File: src/rtl/spi_seq_pkg.sv
package spi_seq_pkg;
  localparam int DESC_NUM   = 16;
  localparam int DESC_IDX_W = 4;
  localparam int UNIT_W     = 15;
  localparam int LEFT_W     = UNIT_W + 4;

  typedef struct packed {
    logic [4:0]            rsvd;
    logic                  close;
    logic                  last;
    logic [DESC_IDX_W-1:0] nxt;
    logic [UNIT_W-1:0]     units;
    logic [1:0]            usz;
    logic                  rx_en;
    logic                  tx_en;
    logic [1:0]            lanes;
  } desc_t;

  typedef enum logic [1:0] {S_IDLE, S_LOAD, S_RUN} seq_state_e;

  localparam logic [1:0] LANE_X2 = 2'd1;
  localparam logic [1:0] LANE_X4 = 2'd2;
endpackage

File: src/rtl/spi_byte_fifo.sv
module spi_byte_fifo #(
  parameter int W     = 8,
  parameter int DEPTH = 8
) (
  input  logic         clk,
  input  logic         rst_n,
  input  logic         clr,
  input  logic         push,
  input  logic [W-1:0] wdata,
  input  logic         pop,
  output logic [W-1:0] rdata,
  output logic         full,
  output logic         empty
);
  localparam int AW = (DEPTH > 1) ? $clog2(DEPTH) : 1;
  localparam logic [AW-1:0] LAST_SLOT = AW'(DEPTH - 1);

  logic [W-1:0]  mem [DEPTH];
  logic [AW-1:0] wp_q, rp_q;
  logic [AW:0]   cnt_q;
  logic          do_push, do_pop;

  assign full    = (cnt_q == (AW+1)'(DEPTH));
  assign empty   = (cnt_q == '0);
  assign do_push = push && !full;
  assign do_pop  = pop && !empty;
  assign rdata   = mem[rp_q];

  always_ff @(posedge clk) begin
    if (do_push) mem[wp_q] <= wdata;
  end

  always_ff @(posedge clk or negedge rst_n) begin
    if (!rst_n) begin
      wp_q  <= '0;
      rp_q  <= '0;
      cnt_q <= '0;
    end else if (clr) begin
      wp_q  <= '0;
      rp_q  <= '0;
      cnt_q <= '0;
    end else begin
      if (do_push) wp_q <= (wp_q == LAST_SLOT) ? '0 : wp_q + 1'b1;
      if (do_pop)  rp_q <= (rp_q == LAST_SLOT) ? '0 : rp_q + 1'b1;
      case ({do_push, do_pop})
        2'b10:   cnt_q <= cnt_q + 1'b1;
        2'b01:   cnt_q <= cnt_q - 1'b1;
        default: cnt_q <= cnt_q;
      endcase
    end
  end
endmodule

File: src/rtl/spi_bit_engine.sv
module spi_bit_engine
  import spi_seq_pkg::*;
#(
  parameter int DIV_W = 8
) (
  input  logic             clk,
  input  logic             rst_n,
  input  logic             abort,
  input  logic             start,
  input  logic [1:0]       lanes,
  input  logic [7:0]       tx_byte,
  input  logic [DIV_W-1:0] clk_div,
  input  logic [3:0]       io_in,
  output logic             sclk,
  output logic             active,
  output logic             done,
  output logic [7:0]       rx_byte,
  output logic [3:0]       tx_bits
);
  logic [DIV_W-1:0] dcnt_q;
  logic [2:0]       ccnt_q;
  logic [7:0]       sh_tx_q, sh_rx_q;
  logic [1:0]       ln_q;
  logic [7:0]       rx_next, tx_next;
  logic [2:0]       ccnt_init;

  always_comb begin
    case (ln_q)
      LANE_X2: begin rx_next = {sh_rx_q[5:0], io_in[1:0]}; tx_next = sh_tx_q << 2; end
      LANE_X4: begin rx_next = {sh_rx_q[3:0], io_in};      tx_next = sh_tx_q << 4; end
      default: begin rx_next = {sh_rx_q[6:0], io_in[1]};   tx_next = sh_tx_q << 1; end
    endcase
    case (lanes)
      LANE_X2: ccnt_init = 3'd3;
      LANE_X4: ccnt_init = 3'd1;
      default: ccnt_init = 3'd7;
    endcase
  end

  always_ff @(posedge clk or negedge rst_n) begin
    if (!rst_n) begin
      sclk    <= 1'b0;
      active  <= 1'b0;
      done    <= 1'b0;
      dcnt_q  <= '0;
      ccnt_q  <= '0;
      sh_tx_q <= '0;
      sh_rx_q <= '0;
      ln_q    <= '0;
    end else begin
      done <= 1'b0;
      if (abort) begin
        active <= 1'b0;
        sclk   <= 1'b0;
      end else if (start && !active) begin
        active  <= 1'b1;
        sclk    <= 1'b0;
        dcnt_q  <= '0;
        ln_q    <= lanes;
        sh_tx_q <= tx_byte;
        ccnt_q  <= ccnt_init;
      end else if (active) begin
        if (dcnt_q == clk_div) begin
          dcnt_q <= '0;
          if (!sclk) begin
            sclk    <= 1'b1;
            sh_rx_q <= rx_next;
          end else begin
            sclk <= 1'b0;
            if (ccnt_q == 3'd0) begin
              active <= 1'b0;
              done   <= 1'b1;
            end else begin
              ccnt_q  <= ccnt_q - 3'd1;
              sh_tx_q <= tx_next;
            end
          end
        end else begin
          dcnt_q <= dcnt_q + DIV_W'(1);
        end
      end
    end
  end

  assign rx_byte = sh_rx_q;
  assign tx_bits = sh_tx_q[7:4];
endmodule

File: src/rtl/spi_desc_seq.sv
module spi_desc_seq
  import spi_seq_pkg::*;
#(
  parameter int TX_DEPTH = 8,
  parameter int RX_DEPTH = 8,
  parameter int DIV_W    = 8
) (
  input  logic                  clk,
  input  logic                  rst_n,
  input  logic                  cfg_we,
  input  logic [DESC_IDX_W-1:0] cfg_idx,
  input  logic [31:0]           cfg_data,
  input  logic                  cmd_start,
  input  logic                  cmd_stop,
  input  logic                  cmd_clr_fifo,
  input  logic [1:0]            sts_clr,
  input  logic [DIV_W-1:0]      clk_div,
  input  logic                  tx_valid,
  output logic                  tx_ready,
  input  logic [7:0]            tx_data,
  output logic                  rx_valid,
  input  logic                  rx_ready,
  output logic [7:0]            rx_data,
  output logic                  sts_done,
  output logic                  sts_err,
  output logic                  sclk,
  output logic                  cs_n,
  output logic [3:0]            io_out,
  output logic [3:0]            io_oe,
  input  logic [3:0]            io_in
);
  desc_t                 dtab [DESC_NUM];
  desc_t                 ld, cur_q;
  seq_state_e            state_q;
  logic [DESC_IDX_W-1:0] idx_q;
  logic [LEFT_W-1:0]     left_q, ld_bytes;
  logic                  tx_full, tx_empty, rx_full, rx_empty;
  logic [7:0]            tx_head, eng_rx;
  logic [3:0]            eng_bits;
  logic                  eng_active, eng_done, start_byte, tx_pop, rx_push;
  logic                  set_done, set_err, running;

  function automatic logic [2:0] unit_shift(input logic [1:0] code);
    case (code)
      2'd1:    return 3'd2;
      2'd2:    return 3'd4;
      default: return 3'd0;
    endcase
  endfunction

  always_ff @(posedge clk or negedge rst_n) begin
    if (!rst_n) begin
      for (int i = 0; i < DESC_NUM; i++) dtab[i] <= '0;
    end else if (cfg_we) begin
      dtab[cfg_idx] <= desc_t'(cfg_data);
    end
  end

  assign ld       = dtab[idx_q];
  assign ld_bytes = LEFT_W'(ld.units) << unit_shift(ld.usz);
  assign running  = (state_q != S_IDLE);

  spi_byte_fifo #(.W(8), .DEPTH(TX_DEPTH)) u_txq (
    .clk(clk), .rst_n(rst_n), .clr(cmd_clr_fifo),
    .push(tx_valid && tx_ready), .wdata(tx_data),
    .pop(tx_pop), .rdata(tx_head), .full(tx_full), .empty(tx_empty)
  );

  spi_byte_fifo #(.W(8), .DEPTH(RX_DEPTH)) u_rxq (
    .clk(clk), .rst_n(rst_n), .clr(cmd_clr_fifo),
    .push(rx_push), .wdata(eng_rx),
    .pop(rx_valid && rx_ready), .rdata(rx_data), .full(rx_full), .empty(rx_empty)
  );

  assign tx_ready = !tx_full;
  assign rx_valid = !rx_empty;

  assign start_byte = (state_q == S_RUN) && !cmd_stop && !eng_active && !eng_done &&
                      (left_q != '0) && (!cur_q.tx_en || !tx_empty) &&
                      (!cur_q.rx_en || !rx_full);
  assign tx_pop  = start_byte && cur_q.tx_en;
  assign rx_push = (state_q == S_RUN) && eng_done && cur_q.rx_en;

  spi_bit_engine #(.DIV_W(DIV_W)) u_eng (
    .clk(clk), .rst_n(rst_n), .abort(cmd_stop), .start(start_byte),
    .lanes(cur_q.lanes), .tx_byte(cur_q.tx_en ? tx_head : 8'h00),
    .clk_div(clk_div), .io_in(io_in), .sclk(sclk), .active(eng_active),
    .done(eng_done), .rx_byte(eng_rx), .tx_bits(eng_bits)
  );

  assign set_err  = (cmd_start && running) ||
                    (state_q == S_LOAD && ld.units == '0 && !cmd_stop);
  assign set_done = (state_q == S_RUN) && !cmd_stop && !eng_done && !eng_active &&
                    (left_q == '0) && cur_q.last;

  always_ff @(posedge clk or negedge rst_n) begin
    if (!rst_n) begin
      state_q <= S_IDLE;
      idx_q   <= '0;
      cur_q   <= '0;
      left_q  <= '0;
      cs_n    <= 1'b1;
    end else if (cmd_stop) begin
      state_q <= S_IDLE;
      cs_n    <= 1'b1;
    end else begin
      case (state_q)
        S_IDLE: begin
          if (cmd_start) begin
            idx_q   <= '0;
            state_q <= S_LOAD;
          end
        end
        S_LOAD: begin
          cur_q <= ld;
          if (ld.units == '0) begin
            cs_n    <= 1'b1;
            state_q <= S_IDLE;
          end else begin
            left_q  <= ld_bytes;
            cs_n    <= 1'b0;
            state_q <= S_RUN;
          end
        end
        S_RUN: begin
          if (eng_done) begin
            left_q <= left_q - 1'b1;
          end else if (!eng_active && left_q == '0) begin
            if (cur_q.last) begin
              if (cur_q.close) cs_n <= 1'b1;
              state_q <= S_IDLE;
            end else begin
              idx_q   <= cur_q.nxt;
              state_q <= S_LOAD;
            end
          end
        end
        default: state_q <= S_IDLE;
      endcase
    end
  end

  always_ff @(posedge clk or negedge rst_n) begin
    if (!rst_n) begin
      sts_done <= 1'b0;
      sts_err  <= 1'b0;
    end else begin
      sts_done <= set_done | (sts_done & ~sts_clr[0]);
      sts_err  <= set_err  | (sts_err  & ~sts_clr[1]);
    end
  end

  always_comb begin
    io_out = 4'b0000;
    io_oe  = 4'b0000;
    if (state_q == S_RUN) begin
      case (cur_q.lanes)
        LANE_X2: begin
          io_out = {2'b00, eng_bits[3:2]};
          io_oe  = cur_q.tx_en ? 4'b0011 : 4'b0000;
        end
        LANE_X4: begin
          io_out = eng_bits;
          io_oe  = cur_q.tx_en ? 4'b1111 : 4'b0000;
        end
        default: begin
          io_out = {3'b000, cur_q.tx_en ? eng_bits[3] : 1'b1};
          io_oe  = {3'b000, cur_q.tx_en | cur_q.rx_en};
        end
      endcase
    end
  end
endmodule

File: config.mk
export PLATFORM = sky130hd
export DESIGN_NAME = spi_desc_seq
export DESIGN_NICKNAME = d
export VERILOG_FILES = /design/src/rtl/spi_seq_pkg.sv /design/src/rtl/spi_byte_fifo.sv /design/src/rtl/spi_bit_engine.sv /design/src/rtl/spi_desc_seq.sv
export SDC_FILE = /design/constraint.sdc
export NUM_CORES = 1
export LEC_CHECK = 0
export BUFFER_PORTS_ARGS = -buffer_cell sky130_fd_sc_hd__buf_2
export CAP_MARGIN = 5
export CORE_AREA = 4 4 278 280
export CTS_CLUSTER_DIAMETER = 150
export DETAILED_ROUTE_END_ITERATION = 16
export DIE_AREA = 0 0 282 284
export MAX_ROUTING_LAYER = met4
export PLACE_DENSITY = 0.53
export SLEW_MARGIN = 40
export SYNTH_ARGS = -nofsm -noshare
export SYNTH_HDL_FRONTEND = slang
export SYNTH_SLANG_ARGS = --single-unit
File: constraint.sdc
create_clock -name clk -period 6.3 [get_ports clk]
set_clock_uncertainty 0.1 [all_clocks]
set_input_delay 1.89 -clock clk [delete_from_list [all_inputs] [get_ports clk]]
set_output_delay 1.89 -clock clk [all_outputs]
set_load 0.02 [all_outputs]
==> flow_summary.yaml <==
outcome:
  status: "complete, no violations"
worst_hold_path:
  hp-start: "u_eng.ccnt_q[1]"
  min_path_type: "flip-flop to flip-flop"
global_route:
  antenna_found_initial: 3
  grt_max_degree: 132
  grt_remaining_overflow: 0
  grt_first_pass_wirelength_um: 112000
  grt.total_usage_pct: 18.7
  grt_pass1_vias: 18100
job:
  cap_violations: 0
logic_synthesis:
  syn-cell-area_um2: 29700
  ys_seq_elements: 650
  yosysWarnings: 0
  ys_async_sr_fraction_pct: 80.3
  yosysSeqAreaShare_pct: 57.0
  syn-num-nets: 2070
  yosys_most_used_dff: "dfrtp_1"
  synth_cell_type_count: 66
  synth_edf_count: 128
  syn_area_per_cell_um2: 15.0
  netlist_instances: 1978
routing:
  drt_iter0_drc: 981
  drc: 0
  firstDrtPassIters: 5
  vias: 17300
  vias_per_cell: 5.63
  wirelength_um: 72200
  wl_per_cell_um: 23.6
  ant_nets: 0
sta:
  timing.final.max_slew_violations: 0
  setup_violations: 0
  post-route-period-util_pct: 71.9
  relSlewSlack_pct: 43.9
  setup_slack_ns: 1.77
  fin_crit_ns: 4.53
  hold_viol_final: 0
  rsz0062_at_grt: "no"
  max_freq_ghz: 0.221
  fin_tns_setup_ns: 0
  tightest_slew_ns: 0.839
cells_and_area:
  final_cell_mix: "dfrtp_1, mux2_2, mux4_2, edfxtp_1, buf_2"
  nets: 2128
  final_cell_area_um2: 33900
  stdcell_count: 3064
  final_common_cell: "dfrtp_1"
  drive_gt1_share_pct: 43.4
  synthToLayoutAreaGrowth_pct: 14.3
pwr:
  swShare_pct: 26.8
  clockPowerShare_pct: 35.7
  p_int_mw: 8.88
  p_leak_nw: 13.4
  vdd_drop_max_mv: 0.168
  switchingPower_mw: 3.26
  seq_power_share_pct: 46.0
  p_comb_share_pct: 18.3
  p_per_area_nw_per_um2: 358
clock_network:
  cts-resized-gates: 0
  cts_tree: "built"
  cts_inserted_buffers: 75
  cts-htree-levels: 3
  ctsHoldBuffers: 0
  clock_sinks: 650
  post_cts_buffers: 0
  clock_latency_ns: 0.60
  cts_buffer_depth: 3
  cts-root-buf: "clkbuf_16"
  clk_pin_slew_worst_paths_ns: 0.06
floorplan:
  core_um2: 74400
  ioPinCount: 88
  start_util_pct: 39.9
  die_h_um: 284
  rows: 100
  fp.dieW_um: 282
  die-area_um2: 80100
placed_design:
  numPortBuffers: 82
  placedCellCount: 2928
  hpwl_um: 43800
  dp_slack_ns: 1.31
  dpl-instance-area_um2: 31500
  place_congestion: 0.795
critical_path:
  crit_path_start_kind: "flip-flop"
  cp-end-kind: "flip-flop"
  reg2reg_from: "idx_q[0]"
  path_max_fanout: 43
  startpoint: "idx_q[0]"
  required_ns: 6.71
  critPathKind: "flip-flop to flip-flop"
  critical_path_arrival_ns: 4.94
-- routing by layer --
layer,global-route usage (%),up-vias,wire (um)
met5,-,-,0
li1,-,7583,-
met2,29.2,323,34300
met4,3.93,0,1020
met3,2.96,77,2910
met1,26.2,9280,34000
-- registers in the layout, summed over array words and instances (netlist names), 4 cells and up --
register and count:
dtab 432, u_eng.dcnt_q 8, u_eng.sh_tx_q 8, u_eng.rx_byte 8
left_q 19, cur_q 10, u_rxq.mem 64, u_rxq.cnt_q 4
u_txq.mem 64, idx_q 4, u_txq.cnt_q 4
-- critical path: stages, from the launching register on --
cell and delay (ns):
dfrtp_4 0.79, buf_12 0.42, mux4_2 0.55, a22oi_1 0.41
nand2_1 0.19, or4bb_1 0.57, nor4_4 0.15, buf_4 0.24
nand2b_1 0.54, buf_4 0.27, mux2i_1 0.18
-- Yosys cell counts (6+ instances only) --
cell,number,area share [%]
nor3_1,23,0.39
nand3_1,12,0.20
nor2b_1,9,0.19
xnor2_1,18,0.53
o21ai_0,39,0.66
buf_2,6,0.10
a21oi_1,29,0.49
nand2_1,71,0.90
nor4_1,10,0.21
clkbuf_1,113,1.4
nand2b_1,12,0.25
or4_1,7,0.18
mux2_2,469,18
buf_1,19,0.24
mux2i_1,14,0.47
inv_1,25,0.32
dfrtp_1,521,44
and3_1,9,0.19
nor2_1,80,1.0
mux4_2,150,11
or3_1,7,0.15
edfxtp_1,128,13
a22oi_1,51,1.3
o31ai_1,7,0.18
o21ai_1,8,0.13
a31oi_1,11,0.23
xor2_1,8,0.24
nor3b_1,9,0.23
ha_1,24,1.0
-- path summary, 6_finish.rpt --
check / depth (start not counted) / endpoint / slack (ns)
setup / recovery: 10 / left_q[1] / 1.77
hold / removal: 2 / u_eng.ccnt_q[1] / 0.39
setup reg to reg: 10 / left_q[1] / 1.77
hold reg to reg: 2 / u_eng.ccnt_q[1] / 0.39
max in group asynchronous: 2 / dtab[194] / 3.74
min in group asynchronous: 1 / cur_q[1] / 1.20
-- power groups by stage --
stage / clock network, mW / logic [mW] / registers [mW]
2_1_floorplan: 0 / 1.75 / 5.47
3_5_place_dp: 0 / 2.22 / 5.66
6_report: 4.33 / 2.22 / 5.58
5_1_grt: 4.64 / 2.45 / 5.68
3_3_place_gp: 0 / 2.16 / 5.61
4_1_cts: 4.47 / 2.23 / 5.58
-- metrics by stage --
stage | hold WS, ns | power [mW] | utilization (%)
after detailed placement | 0.379 | 7.88 | 42.3
after CTS | 0.392 | 12.3 | 45.6
after floorplan | 0.350 | 7.21 | -
final | 0.394 | 12.1 | 45.6
after global placement | 0.382 | 7.76 | 42.0
after global routing | 0.405 | 12.8 | 45.6
-- cells by family after synthesis --
family | after synthesis | synth area share, %
xor+xnor | 26 | 0.767
mux | 633 | 29.7
buf+inv | 171 | 2.34
simple gates | 279 | 4.77
fa+ha+maj | 26 | 1.15
compound gates | 193 | 4.34
flops | 650 | 57.0
-- area by class of cell --
cell class                      instances  area, um^2
Inverter                               25        93.8
Tap cell                              969        1210
Sequential cell                       650       16900
Timing Repair Buffer                  127         946
Multi-Input combinational cell       1157       12300
Fill cell                            6484       40500
Antenna cell                            1        2.50
Clock buffer                          108        2170
Clock inverter                         27         289
(Power assumes the default switching activity.)
